### config.mk
export PLATFORM = sky130hd
export DESIGN_NAME = clkpu_ctrl
export DESIGN_NICKNAME = d
export VERILOG_FILES = /design/src/rtl/clkpu_pkg.sv /design/src/rtl/clkpu_sync.sv /design/src/rtl/clkpu_seq.sv /design/src/rtl/clkpu_strap.sv /design/src/rtl/clkpu_grpmap.sv /design/src/rtl/clkpu_ctrl.sv
export SDC_FILE = /design/constraint.sdc
export NUM_CORES = 1
export LEC_CHECK = 0
export ABC_CLOCK_PERIOD_IN_PS = 4600
export BUFFER_PORTS_ARGS = -buffer_cell sky130_fd_sc_hd__buf_2
export CAP_MARGIN = 10
export CORE_ASPECT_RATIO = 1.4
export CORE_MARGIN = 4
export CORE_UTILIZATION = 60
export CTS_CLUSTER_SIZE = 12
export DETAILED_ROUTE_END_ITERATION = 8
export PLACE_DENSITY = 0.92
export RECOVER_POWER = 25
export SYNTH_ARGS = -nofsm -noshare
export SYNTH_HDL_FRONTEND = slang
export SYNTH_SLANG_ARGS = --single-unit
### constraint.sdc
create_clock -name clk -period 4.6 [get_ports clk]
set_clock_uncertainty 0.1 [all_clocks]
set_input_delay 0.46 -clock clk [delete_from_list [all_inputs] [get_ports clk]]
set_output_delay 0.46 -clock clk [all_outputs]
set_load 0.01 [all_outputs]
### src/rtl/clkpu_pkg.sv
`timescale 1ns/1ps
package clkpu_pkg;

  typedef enum logic [1:0] {
    C_RUN    = 2'd0,
    C_HIZ    = 2'd1,
    C_LOW    = 2'd2,
    C_REFDIV = 2'd3
  } code_t;

  typedef enum logic [2:0] {
    PH_WAIT  = 3'd0,
    PH_START = 3'd1,
    PH_RUN   = 3'd2,
    PH_PD    = 3'd3,
    PH_EXIT  = 3'd4
  } phase_t;

  // Counter width able to hold the larger delay minus one.
  function automatic int unsigned cnt_bits(input int unsigned a, input int unsigned b);
    int unsigned m;
    m = (a > b) ? a : b;
    return (m < 2) ? 1 : $clog2(m);
  endfunction

  // Code a running group shows: normal run or the selected test output.
  function automatic code_t live_code(input logic test_on, input logic test_ref);
    if (!test_on) return C_RUN;
    return test_ref ? C_REFDIV : C_HIZ;
  endfunction

  // Full per-group decision.
  function automatic code_t group_code(input phase_t ph, input logic pd_force,
                                       input logic is_diff, input logic is_strap,
                                       input logic test_on, input logic test_ref);
    code_t lc;
    lc = live_code(test_on, test_ref);
    if (pd_force || ph == PH_PD) return is_diff ? C_HIZ : C_LOW;
    case (ph)
      PH_WAIT:  return (is_diff || is_strap) ? C_HIZ : C_LOW;
      PH_START: return is_diff ? C_HIZ : C_LOW;
      PH_EXIT:  return is_diff ? C_HIZ : lc;
      PH_RUN:   return lc;
      default:  return is_diff ? C_HIZ : C_LOW;
    endcase
  endfunction

endpackage

### src/rtl/clkpu_sync.sv
`timescale 1ns/1ps
module clkpu_sync #(
  parameter int unsigned STAGES  = 2,
  parameter logic        RST_VAL = 1'b1
) (
  input  logic clk,
  input  logic rst_n,
  input  logic d,
  output logic q
);
  logic [STAGES-1:0] pipe_q;

  generate
    if (STAGES == 1) begin : g_one
      always_ff @(posedge clk or negedge rst_n) begin
        if (!rst_n) pipe_q <= RST_VAL;
        else        pipe_q <= d;
      end
    end else begin : g_many
      always_ff @(posedge clk or negedge rst_n) begin
        if (!rst_n) pipe_q <= {STAGES{RST_VAL}};
        else        pipe_q <= {pipe_q[STAGES-2:0], d};
      end
    end
  endgenerate

  assign q = pipe_q[STAGES-1];
endmodule

### src/rtl/clkpu_seq.sv
`timescale 1ns/1ps
module clkpu_seq
  import clkpu_pkg::*;
#(
  parameter int unsigned STARTUP_CYC = 45000,
  parameter int unsigned PDEXIT_CYC  = 6250
) (
  input  logic   clk,
  input  logic   rst_n,
  input  logic   pg_sync,
  output phase_t phase,
  output logic   start_evt,
  output logic   pg_seen
);
  localparam int unsigned CW = cnt_bits(STARTUP_CYC, PDEXIT_CYC);
  localparam logic [CW-1:0] START_LAST = CW'(STARTUP_CYC - 1);
  localparam logic [CW-1:0] EXIT_LAST  = CW'(PDEXIT_CYC - 1);

  phase_t        ph_q, ph_d;
  logic [CW-1:0] cnt_q, cnt_d;
  logic          start_done, exit_done;

  assign start_done = (cnt_q == START_LAST);
  assign exit_done  = (cnt_q == EXIT_LAST);

  always_comb begin
    ph_d  = ph_q;
    cnt_d = cnt_q;
    case (ph_q)
      PH_WAIT: if (!pg_sync) begin
        ph_d  = PH_START;
        cnt_d = '0;
      end
      PH_START: begin
        if (pg_sync)         ph_d = PH_PD;
        else if (start_done) ph_d = PH_RUN;
        else                 cnt_d = cnt_q + CW'(1);
      end
      PH_RUN: if (pg_sync) ph_d = PH_PD;
      PH_PD: if (!pg_sync) begin
        ph_d  = PH_EXIT;
        cnt_d = '0;
      end
      PH_EXIT: begin
        if (pg_sync)        ph_d = PH_PD;
        else if (exit_done) ph_d = PH_RUN;
        else                cnt_d = cnt_q + CW'(1);
      end
      default: ph_d = PH_WAIT;
    endcase
  end

  always_ff @(posedge clk or negedge rst_n) begin
    if (!rst_n) begin
      ph_q  <= PH_WAIT;
      cnt_q <= '0;
    end else begin
      ph_q  <= ph_d;
      cnt_q <= cnt_d;
    end
  end

  assign phase     = ph_q;
  assign start_evt = (ph_q == PH_WAIT) && !pg_sync;
  assign pg_seen   = (ph_q != PH_WAIT);


  startup_hold_chk: assert property (@(posedge clk) disable iff (!rst_n)
    (ph_q == PH_START && !pg_sync && !start_done) |=> ph_q == PH_START);


  pd_hold_chk: assert property (@(posedge clk) disable iff (!rst_n)
    (ph_q == PH_PD && pg_sync) |=> ph_q == PH_PD);


  wait_once_chk: assert property (@(posedge clk) disable iff (!rst_n)
    (ph_q != PH_WAIT) |=> ph_q != PH_WAIT);
endmodule

### src/rtl/clkpu_strap.sv
`timescale 1ns/1ps
module clkpu_strap (
  input  logic clk,
  input  logic rst_n,
  input  logic start_evt,
  input  logic pg_seen,
  input  logic strap_fsel,
  input  logic strap_tsel,
  input  logic test_pin,
  input  logic reg_test_en,
  input  logic reg_test_type,
  output logic fsel_q,
  output logic test_on,
  output logic test_ref
);
  logic tsel_q, sw_test_q;

  always_ff @(posedge clk or negedge rst_n) begin
    if (!rst_n) begin
      fsel_q    <= 1'b1;
      tsel_q    <= 1'b0;
      sw_test_q <= 1'b0;
    end else begin
      if (start_evt) begin
        fsel_q <= strap_fsel;
        tsel_q <= strap_tsel;
      end
      if (pg_seen && !tsel_q && reg_test_en) sw_test_q <= 1'b1;
    end
  end

  assign test_on  = tsel_q | sw_test_q;
  assign test_ref = tsel_q ? test_pin : reg_test_type;


  fsel_hold_chk: assert property (@(posedge clk) disable iff (!rst_n)
    (pg_seen && !start_evt) |=> $stable(fsel_q));


  test_sticky_chk: assert property (@(posedge clk) disable iff (!rst_n)
    test_on |=> test_on);


  sw_entry_chk: assert property (@(posedge clk) disable iff (!rst_n)
    (pg_seen && reg_test_en) |=> test_on);
endmodule

### src/rtl/clkpu_grpmap.sv
`timescale 1ns/1ps
module clkpu_grpmap
  import clkpu_pkg::*;
#(
  parameter int unsigned     NGRP      = 4,
  parameter logic [NGRP-1:0] GRP_DIFF  = 4'b0011,
  parameter logic [NGRP-1:0] GRP_STRAP = 4'b0100
) (
  input  logic              clk,
  input  logic              rst_n,
  input  phase_t            phase,
  input  logic              pd_force,
  input  logic              test_on,
  input  logic              test_ref,
  output logic [2*NGRP-1:0] codes
);
  for (genvar g = 0; g < NGRP; g++) begin : g_grp
    assign codes[2*g +: 2] = group_code(phase, pd_force, GRP_DIFF[g],
                                        GRP_STRAP[g], test_on, test_ref);
    if (GRP_DIFF[g]) begin : g_diff

      pd_diff_hiz_chk: assert property (@(posedge clk) disable iff (!rst_n)
        pd_force |-> codes[2*g +: 2] == C_HIZ);

      exit_diff_hiz_chk: assert property (@(posedge clk) disable iff (!rst_n)
        (phase == PH_EXIT) |-> codes[2*g +: 2] == C_HIZ);
    end else begin : g_se

      pd_se_low_chk: assert property (@(posedge clk) disable iff (!rst_n)
        pd_force |-> codes[2*g +: 2] == C_LOW);
      if (GRP_STRAP[g]) begin : g_strap

        pre_strap_hiz_chk: assert property (@(posedge clk) disable iff (!rst_n)
          (phase == PH_WAIT) |-> codes[2*g +: 2] == C_HIZ);
      end
    end
  end
endmodule

### src/rtl/clkpu_ctrl.sv
`timescale 1ns/1ps
module clkpu_ctrl
  import clkpu_pkg::*;
#(
  parameter int unsigned     NGRP        = 4,
  parameter logic [NGRP-1:0] GRP_DIFF    = 4'b0011,
  parameter logic [NGRP-1:0] GRP_STRAP   = 4'b0100,
  parameter int unsigned     STARTUP_CYC = 45000,
  parameter int unsigned     PDEXIT_CYC  = 6250,
  parameter int unsigned     SYNC_STAGES = 2
) (
  input  logic              clk,
  input  logic              rst_n,
  input  logic              pwrgd_pd,
  input  logic              strap_fsel,
  input  logic              strap_tsel,
  input  logic              test_pin,
  input  logic              reg_test_en,
  input  logic              reg_test_type,
  output logic [2*NGRP-1:0] grp_codes,
  output logic              fsel_latched
);
  logic   pg_sync, start_evt, pg_seen, pd_force, test_on, test_ref;
  phase_t phase;

  clkpu_sync #(.STAGES(SYNC_STAGES), .RST_VAL(1'b1)) u_sync (
    .clk(clk), .rst_n(rst_n), .d(pwrgd_pd), .q(pg_sync));

  clkpu_seq #(.STARTUP_CYC(STARTUP_CYC), .PDEXIT_CYC(PDEXIT_CYC)) u_seq (
    .clk(clk), .rst_n(rst_n), .pg_sync(pg_sync),
    .phase(phase), .start_evt(start_evt), .pg_seen(pg_seen));

  clkpu_strap u_strap (
    .clk(clk), .rst_n(rst_n), .start_evt(start_evt), .pg_seen(pg_seen),
    .strap_fsel(strap_fsel), .strap_tsel(strap_tsel), .test_pin(test_pin),
    .reg_test_en(reg_test_en), .reg_test_type(reg_test_type),
    .fsel_q(fsel_latched), .test_on(test_on), .test_ref(test_ref));

  // Power-down acts straight from the pin once power-good has been seen.
  assign pd_force = pg_seen & pwrgd_pd;

  clkpu_grpmap #(.NGRP(NGRP), .GRP_DIFF(GRP_DIFF), .GRP_STRAP(GRP_STRAP)) u_map (
    .clk(clk), .rst_n(rst_n), .phase(phase), .pd_force(pd_force),
    .test_on(test_on), .test_ref(test_ref), .codes(grp_codes));


  idle_run_chk: assert property (@(posedge clk) disable iff (!rst_n)
    (phase == PH_RUN && !pwrgd_pd && !test_on) |-> grp_codes == '0);
endmodule

==> results of run 1 <==
-- metrics by stage --
step | hold WS, ps | cells
after floorplan | 64.4 | 163
after global placement | 250 | 191
after detailed placement | 255 | 191
after CTS | 9.05 | 195
after global routing | 147 | 195
final | 161 | 195
-- layer usage --
| metal | wire length (um) | vias to the layer above |
|---|---|---|
| met5 | 0 | - |
| met4 | 81 | 0 |
| met3 | 244 | 9 |
| met2 | 1700 | 77 |
| met1 | 1200 | 630 |
| li1 | - | 627 |
-- synthesized netlist by cell type, types with 3 or more instances --
| library cell | number | area (um2) |
|---|---|---|
| nor4_1 | 6 | 37.5 |
| o31ai_1 | 9 | 67.6 |
| o21ai_0 | 13 | 65.1 |
| nand2b_1 | 5 | 31.3 |
| dfstp_2 | 3 | 78.8 |
| clkbuf_1 | 4 | 15.0 |
| a21oi_1 | 6 | 30.0 |
| o41ai_1 | 3 | 26.3 |
| nor2_1 | 13 | 48.8 |
| nor3_1 | 5 | 25.0 |
| dfrtp_1 | 21 | 526 |
| or4_1 | 4 | 30.0 |
| nand3_1 | 7 | 35.0 |
| inv_1 | 6 | 22.5 |
| a31oi_1 | 3 | 18.8 |
| nand2_1 | 11 | 41.3 |
-- layout make-up --
class / count / area, um2
fill: 177 / 812
multi-input combinational: 122 / 783
sequential: 24 / 604
timing repair buffer: 16 / 77.6
clock buffer: 4 / 36.3
tap: 23 / 28.8
inverter: 6 / 22.5
-- worst max-delay path: stages, from the launching register on --
cell and delay (ps):
dfrtp_1 460, or4_1 540, or4_4 530, o21ai_2 550, or2b_2 360, o41ai_1 120
-- worst max path at each step --
| stage | startpoint | to |
|---|---|---|
| floorplan | u_seq.cnt_q[8] | u_seq.cnt_q[5] |
| global placement | u_seq.cnt_q[8] | u_seq.cnt_q[14] |
| detailed placement | u_seq.cnt_q[8] | u_seq.cnt_q[5] |
| CTS | u_seq.cnt_q[8] | u_seq.cnt_q[5] |
| global route | u_seq.cnt_q[8] | u_seq.cnt_q[8] |
| finish | u_seq.cnt_q[13] | u_seq.cnt_q[5] |
-- state kept, by name, summed over array words and instances, names as in the netlist --
| name | count |
|---|---|
| u_seq.phase | 3 |
| u_strap.fsel_q | 1 |
| u_sync.pipe_q | 2 |
| u_strap.tsel_q | 1 |
| u_seq.cnt_q | 16 |
| u_strap.sw_test_q | 1 |
-- layout by cell type (no fill, tap or decap), types with 2 or more instances in the layout --
cell | Yosys | final
and2_1 | 2 | 2
nor2b_1 | 2 | 2
nor4_1 | 6 | 6
nand4_1 | 2 | 2
inv_1 | 6 | 6
nand4b_1 | 2 | 2
nor3_1 | 5 | 5
clkbuf_4 | 0 | 3
mux2_2 | 2 | 2
buf_2 | 2 | 14
a21oi_1 | 6 | 6
a31oi_1 | 3 | 3
nand2b_1 | 5 | 5
clkbuf_1 | 4 | 2
nor2_1 | 13 | 13
o41ai_1 | 3 | 3
o31ai_1 | 9 | 9
dfstp_2 | 3 | 3
ha_1 | 2 | 2
o21ai_0 | 13 | 13
or4_1 | 4 | 4
dfrtp_1 | 21 | 21
nand2_1 | 11 | 11
o21ai_2 | 2 | 2
or3_1 | 2 | 2
nand3_1 | 7 | 7
-- power groups by stage --
stage          clock (mW)  combinational [mW]  sequential (mW)
3_3_place_gp            0               0.268            0.303
3_5_place_dp            0               0.280            0.307
5_1_grt             0.127               0.311            0.310
6_report            0.112               0.282            0.303
4_1_cts             0.115               0.281            0.302
2_1_floorplan           0               0.256            0.277
-- kinds of logic (layout without fill, tap and decap cells) --
| logic type | after synthesis | after routing | share of synthesized area (%) |
|---|---|---|---|
| simple gates | 69 | 69 | 26.8 |
| compound gates | 46 | 46 | 21.1 |
| flops | 24 | 24 | 40.9 |
| buf+inv | 17 | 26 | 6.10 |
| mux | 3 | 3 | 2.20 |
| fa+ha+maj | 2 | 2 | 1.69 |
| xor+xnor | 2 | 2 | 1.19 |
==> impl_metrics.toml, run 1 <==
[synthesis]
synth_edf_count = 0
syn_nets = 173
yosysWarnings = 0
seq_area_frac_synth_pct = 40.9
ys.flop_type = "dfrtp_1"
ys_seq_elements = 24
synthCells = 163
async_reset_ff_share_pct = 100
ys_types = 49
avgSynthCellArea_um2 = 9.07
synthesis.area_um2 = 1480

[floorplan]
dieHeight_um = 66.7
core_um2 = 2360
die_area_um2 = 3330
pin_count = 17
die_x_um = 49.9
initial_utilization_pct = 62.5
rows = 21

[critical_path]
crit_required_ps = 4700
endpoint_kind = "register"
crit_type = "reg -> reg"
r2r-end = "u_seq.cnt_q[5]"
cp_max_fo = 20
startpoint_type = "register"
r2r_slack_ps = 1830
worstReg2RegStart = "u_seq.cnt_q[13]"
rr_worst_depth = 5
worstPathArrival_ps = 2880

[min_path]
min_to = "u_sync.pipe_q[0]"
hold_class = "in -> reg"
worstHoldStart = "pwrgd_pd"
holdPathStages = 1

[sta]
rsz0062_at_grt = "no"
tightest_slew_ps = 1260
fmax_mhz = 360
setup_tns_ps = 0
slew-limit-headroom_pct = 15.9
finalHoldViolCount = 0
slew_viol_final = 0
post-route-period-util_pct = 60.3
finalCriticalPeriod_ps = 2770
worst_slack_ps = 1830
finalSetupViolations = 0

[layout]
nets = 183
n_antenna_cell = 0
synthToLayoutAreaGrowth_pct = 5.08
final_area_um2 = 1550
drive_gt1_share_pct = 18.0
final_util_pct = 65.7

[cts]
cts_tree = "done"
cts-root-buf = "clkbuf_4"
clock_sinks = 24
cts_buffers = 3
post_cts_buffers = 0
cts_hold_buf = 0
cts_resized = 0
clkTransAtPathRegs_ps = 130
htreeDepth = 1
cts.path.max_buffers = 2
insertion_delay_ps = 320

[global_routing]
grt_start_max_net_pins = 25
antenna_found_initial = 0
grtUsageMet3_pct = 3.36
met2_usage_pct = 38.1
grt_usage_pct = 21.5
grt-ovfl-total = 0
grt.met1_usage_pct = 24.4
gr-max-usage-layer = "met2"
grt_pass1_vias = 1276
grt_pass1_wl_mm = 5.49

[power_and_ir_drop]
intPower_mw = 0.409
sequentialPowerShare_pct = 43.5
clkPwrFrac_pct = 16.0
p_sw_share_pct = 41.3
finalPower_mw = 0.697
p_switching_mw = 0.288
p_per_area_nw_per_um2 = 449
p_comb_share_pct = 40.5
p_leak_nw = 0.590
peakVddDrop_uv = 409

[placement]
dp_slack_ps = 1890
post-dp-hpwl_mm = 2.39
gp_congestion = 0.987
placed_area_um2 = 1520
port_buffers = 16

[detailed_routing]
drt_drc_violations_left = 0
wl_per_cell_um = 16.5
first_iter_violations = 79
final_antenna_net_count = 0
num_vias = 1343
viasPerCell = 6.89
firstDrtPassIters = 4
routed_wl_mm = 3.22

[job]
maxCapViolations = 0

[run_status]
status = "complete, no violations"
No activity file was read; power rests on OpenSTA's default activity.
==> inputs of run 2 (changes only) <==
--- a/config.mk
+++ b/config.mk
@@ -5,15 +5,15 @@
 export SDC_FILE = /design/constraint.sdc
 export NUM_CORES = 1
 export LEC_CHECK = 0
-export ABC_CLOCK_PERIOD_IN_PS = 4600
+export ABC_CLOCK_PERIOD_IN_PS = 2500
 export BUFFER_PORTS_ARGS = -buffer_cell sky130_fd_sc_hd__buf_2
 export CAP_MARGIN = 10
 export CORE_ASPECT_RATIO = 1.4
 export CORE_MARGIN = 4
-export CORE_UTILIZATION = 60
+export CORE_UTILIZATION = 52
 export CTS_CLUSTER_SIZE = 12
 export DETAILED_ROUTE_END_ITERATION = 8
-export PLACE_DENSITY = 0.92
+export PLACE_DENSITY = 0.85
 export RECOVER_POWER = 25
 export SYNTH_ARGS = -nofsm -noshare
 export SYNTH_HDL_FRONTEND = slang
==> constraint.sdc (replaced) <==
create_clock -name clk -period 2.5 [get_ports clk]
set_clock_uncertainty 0.1 [all_clocks]
set_input_delay 0.25 -clock clk [delete_from_list [all_inputs] [get_ports clk]]
set_output_delay 0.25 -clock clk [all_outputs]
set_load 0.01 [all_outputs]
==> run 2 against run 1 <==
Core utilization fell by 5.4 points. Flip-flop and latch count unchanged. Global-route usage decreased by 1.8 points. First-iteration DRC count decreased by 32%. Non-clock buffer count grew 6. Sequential power increased by 78%. Design area grew 3.6%. Routed wire length down 0.19%. Combinational power is 100% higher. Largest power group is now combinational cells. Maximum frequency increased by 18%. Hold slack got worse by 140 ps. Largest cell class unchanged.
==> impl_metrics.toml, run 2 (same netlist as run 1, synthesis figures left out) <==
[sta]
setup_tns_ps = 0
slew_viol_final = 0
fmax_mhz = 424
finalHoldViolCount = 0
slew-limit-headroom_pct = 15.3
finalCriticalPeriod_ps = 2360
finalSetupViolations = 0
post-route-period-util_pct = 94.4
tightest_slew_ps = 1270
holdWs_ps = 25.5
rsz0062_at_grt = "no"
worst_slack_ps = 140

[critical_path]
startpoint_type = "register"
rr_worst_depth = 6
cp_max_fo = 10
worstPathArrival_ps = 2440
worstReg2RegStart = "u_seq.cnt_q[13]"
crit_type = "reg -> reg"
endpoint_kind = "register"
r2r-end = "u_seq.cnt_q[3]"
r2r_slack_ps = 140
crit_required_ps = 2580

[detailed_routing]
drt_drc_violations_left = 0
num_vias = 1298
viasPerCell = 6.07
wl_per_cell_um = 15.0
final_antenna_net_count = 0
first_iter_violations = 54
firstDrtPassIters = 5
routed_wl_mm = 3.21

[cts]
clock_sinks = 24
cts_resized = 0
post_cts_buffers = 0
insertion_delay_ps = 320
htreeDepth = 1
cts_hold_buf = 2
cts-root-buf = "clkbuf_4"
cts.path.max_buffers = 2
clkTransAtPathRegs_ps = 130
cts_tree = "done"
cts_buffers = 3

[layout]
stdcell_count = 214
largest_reg_flops = 16
final_area_um2 = 1610
n_antenna_cell = 0
drive_gt1_share_pct = 19.1
largest_register = "u_seq.cnt_q"
final_util_pct = 60.3
synthToLayoutAreaGrowth_pct = 8.89
nets = 189
final_common_cell = "dfrtp_1"
final_cell_mix = "dfrtp_1 (21), buf_2 (14), nor2_1 (13), o21ai_0 (13), nand2_1 (11)"
fillerInstances = 230

[global_routing]
grt_pass1_vias = 1262
antenna_found_initial = 0
grt_pass1_wl_mm = 5.60
grt_start_max_net_pins = 25
grt-ovfl-total = 0
grt_usage_pct = 19.6

[floorplan]
initial_utilization_pct = 55.3
dieHeight_um = 71.1
rows = 22
core_um2 = 2670
die_area_um2 = 3770
pin_count = 17
die_x_um = 53.1

[power_and_ir_drop]
peakVddDrop_uv = 973
p_leak_nw = 0.612
finalPower_mw = 1.28
p_per_area_nw_per_um2 = 797

[min_path]
holdPathStages = 3
worstHoldStart = "strap_tsel"
min_to = "u_strap.tsel_q"
hold_class = "in -> reg"

[placement]
dp_slack_ps = 181
port_buffers = 16
placed_area_um2 = 1570
dp_cells = 208
post-dp-hpwl_mm = 2.38
gp_congestion = 0.889

[job]
maxCapViolations = 0

[run_status]
status = "complete, no violations"
run 2: cell type report:
type,count,area [um2],area share (%)
multi-input combinational,122,783,48.7
sequential,24,604,37.6
timing repair buffer,22,128,7.93
tap,36,45.0,2.80
clock buffer,4,26.3,1.63
inverter,6,22.5,1.40
run 2: power breakdown:
part / internal, mW / switching [mW]
Clock: 0.0625 / 0.112
Combinational: 0.235 / 0.335
Sequential: 0.453 / 0.0848
Total: 0.751 / 0.532
run 2: worst max-delay path by stage:
stage                      end             from  cells past startpoint
2_1_floorplan   u_seq.cnt_q[5]   u_seq.cnt_q[8]                      7
3_3_place_gp   u_seq.cnt_q[11]   u_seq.cnt_q[8]                      6
3_5_place_dp   u_seq.cnt_q[11]   u_seq.cnt_q[8]                      6
4_1_cts         u_seq.cnt_q[3]  u_seq.cnt_q[13]                      6
5_1_grt         u_seq.cnt_q[6]   u_seq.cnt_q[8]                      6
6_report        u_seq.cnt_q[3]  u_seq.cnt_q[13]                      6
run 2: routing by layer:
metal | global-route usage (%) | routed length, um | up-vias
met3 | 1.89 | 147 | 7
li1 | - | - | 640
met5 | 0 | 0 | -
met1 | 24.2 | 1310 | 613
met4 | 9.94 | 79 | 0
met2 | 33.1 | 1670 | 38
run 2: critical path: stages (launching register included):
cell     delay [ps]
dfrtp_1         460
or4_1           570
or4_4           530
o21ai_2         170
buf_4           190
or4_1           120
a21oi_1          60
==> inputs of run 3 (changes only) <==
--- a/config.mk
+++ b/config.mk
@@ -11,8 +11,10 @@
 export CORE_ASPECT_RATIO = 1.4
 export CORE_MARGIN = 4
 export CORE_UTILIZATION = 52
+export CTS_CLUSTER_DIAMETER = 50
 export CTS_CLUSTER_SIZE = 12
 export DETAILED_ROUTE_END_ITERATION = 8
+export HOLD_SLACK_MARGIN = 0.15
 export PLACE_DENSITY = 0.85
 export RECOVER_POWER = 25
 export SYNTH_ARGS = -nofsm -noshare
==> run 3 against run 2 <==
Clock power is essentially flat. Non-clock buffer count up 3. Maximum frequency is 0.12% lower. Sequential share of layout area fell by 0.69 points. Design area increased by 1.9%. Flip-flop and latch count stayed put. Die area did not move. Critical path type unchanged. Critical endpoint unchanged.
==> impl_metrics.toml, run 3 (same netlist as run 1, synthesis figures left out) <==
[floorplan]
core_um2 = 2670
pin_count = 17
dieHeight_um = 71.1
die_x_um = 53.1
initial_utilization_pct = 55.3
rows = 22
die_area_um2 = 3770

[power_and_ir_drop]
peakVddDrop_uv = 969
p_leak_nw = 0.625
p_per_area_nw_per_um2 = 783

[cts]
cts-root-buf = "clkbuf_4"
cts_tree = "done"
cts_buffers = 3
insertion_delay_ps = 320
clkTransAtPathRegs_ps = 130
clock_sinks = 24
cts.path.max_buffers = 2
htreeDepth = 1

[layout]
n_antenna_cell = 0
drive_gt1_share_pct = 18.8
synthToLayoutAreaGrowth_pct = 10.9
final_area_um2 = 1640
largest_register = "u_seq.cnt_q"
largest_reg_flops = 16
final_common_cell = "dfrtp_1"
nets = 192
final_cell_mix = "dfrtp_1 (21), buf_2 (14), nor2_1 (13), o21ai_0 (13), nand2_1 (11)"

[sta]
post-route-period-util_pct = 94.5
fmax_mhz = 423
finalSetupViolations = 0
slew_viol_final = 0
rsz0062_at_grt = "no"
tightest_slew_ps = 1260
setup_tns_ps = 0
finalHoldViolCount = 0
finalCriticalPeriod_ps = 2360
slew-limit-headroom_pct = 15.7

[detailed_routing]
met3_length_um = 151
dr.max_layer_used = "met4"
routed_wl_mm = 3.25
viasPerCell = 6.00
wl_per_cell_um = 15.0
wl_met1_mm = 1.33
first_iter_violations = 61
num_vias = 1303
firstDrtPassIters = 4
drt_drc_violations_left = 0
wl_met2_mm = 1.71
final_antenna_net_count = 0

[global_routing]
antenna_found_initial = 0
grt_usage_pct = 19.9
grt-ovfl-total = 0
grt_pass1_wl_mm = 5.63
grt_start_max_net_pins = 25
grt_pass1_vias = 1263

[critical_path]
startpoint_type = "register"
path_common_cell = "or4_1"
slowest_stage = "or4_1"
crit_required_ps = 2570
crit_chain = "or4_1 -> or4_4 -> o21ai_2 -> buf_4 -> or4_1 -> a21oi_1"
critPathBufInv = 1
crit_type = "reg -> reg"
endpoint_kind = "register"
critPathTopFamily = "simple AND/OR/NAND/NOR gates"
cp_max_fo = 10
worstPathArrival_ps = 2430
critical-path-max-stage-delay_ps = 570

[placement]
placed_area_um2 = 1570
post-dp-hpwl_mm = 2.38
port_buffers = 16
gp_congestion = 0.889

[run_status]
status = "complete, no violations"

[job]
maxCapViolations = 0

[min_path]
hold_class = "reg -> reg"
-- run 3: cell count changes in the layout (fill, tap and decap cells not counted) --
| cell | delta |
|---|---|
| dlygate4sd3_1 | +3 |
-- run 3: path summary, 6_finish.rpt --
kind,slack [ps],start,cells past startpoint,end
max in group asynchronous,930,rst_n,2,u_seq.cnt_q[0]
setup / recovery,140,u_seq.cnt_q[13],6,u_seq.cnt_q[3]
min in group asynchronous,610,rst_n,2,u_seq.cnt_q[5]
hold / removal,270,u_sync.pipe_q[0],0,u_sync.pipe_q[1]
hold reg to reg,270,u_sync.pipe_q[0],0,u_sync.pipe_q[1]
setup reg to reg,140,u_seq.cnt_q[13],6,u_seq.cnt_q[3]
-- run 3: per-layer routing --
metal / GRT usage (%) / vias up
met3: 1.89 / 4
met5: 0 / -
met4: 9.94 / 0
met2: 33.6 / 48
met1: 24.5 / 605
li1: - / 646
-- run 3: timing repair --
action / in CTS / in global routing
endpoints found under the hold margin: 26 / 0
hold buffers: 5 / 0
resized for setup: 0 / 0
buffers inserted: 0 / 0
-- run 3: per-stage QoR --
stage                     worst slack (ps)  cells  total power [mW]  util (%)  hold slack, ps
after floorplan                        277    163             0.980         -            -146
after global placement                 267    208              1.08      58.6             146
after detailed placement               181    208              1.11      58.6             158
after CTS                              159    217              1.29      61.5             271
after global routing                  94.5    217              1.39      61.4             278
final                                  137    217              1.28      61.4             268
-- run 3: cell type report --
type                    count  area [um2]
fillers                   227        1030
multi-input cells         122         783
flip-flops and latches     24         604
repair buffers             25         158
well taps                  36        45.0
clock buffers               4        26.3
inverters                   6        22.5
-- run 3: power breakdown --
part           switching (mW)  internal (mW)  total (mW)
Combinational           0.335          0.238       0.573
Sequential             0.0847          0.453       0.538
Clock                   0.111         0.0625       0.173
Total                   0.530          0.754        1.28
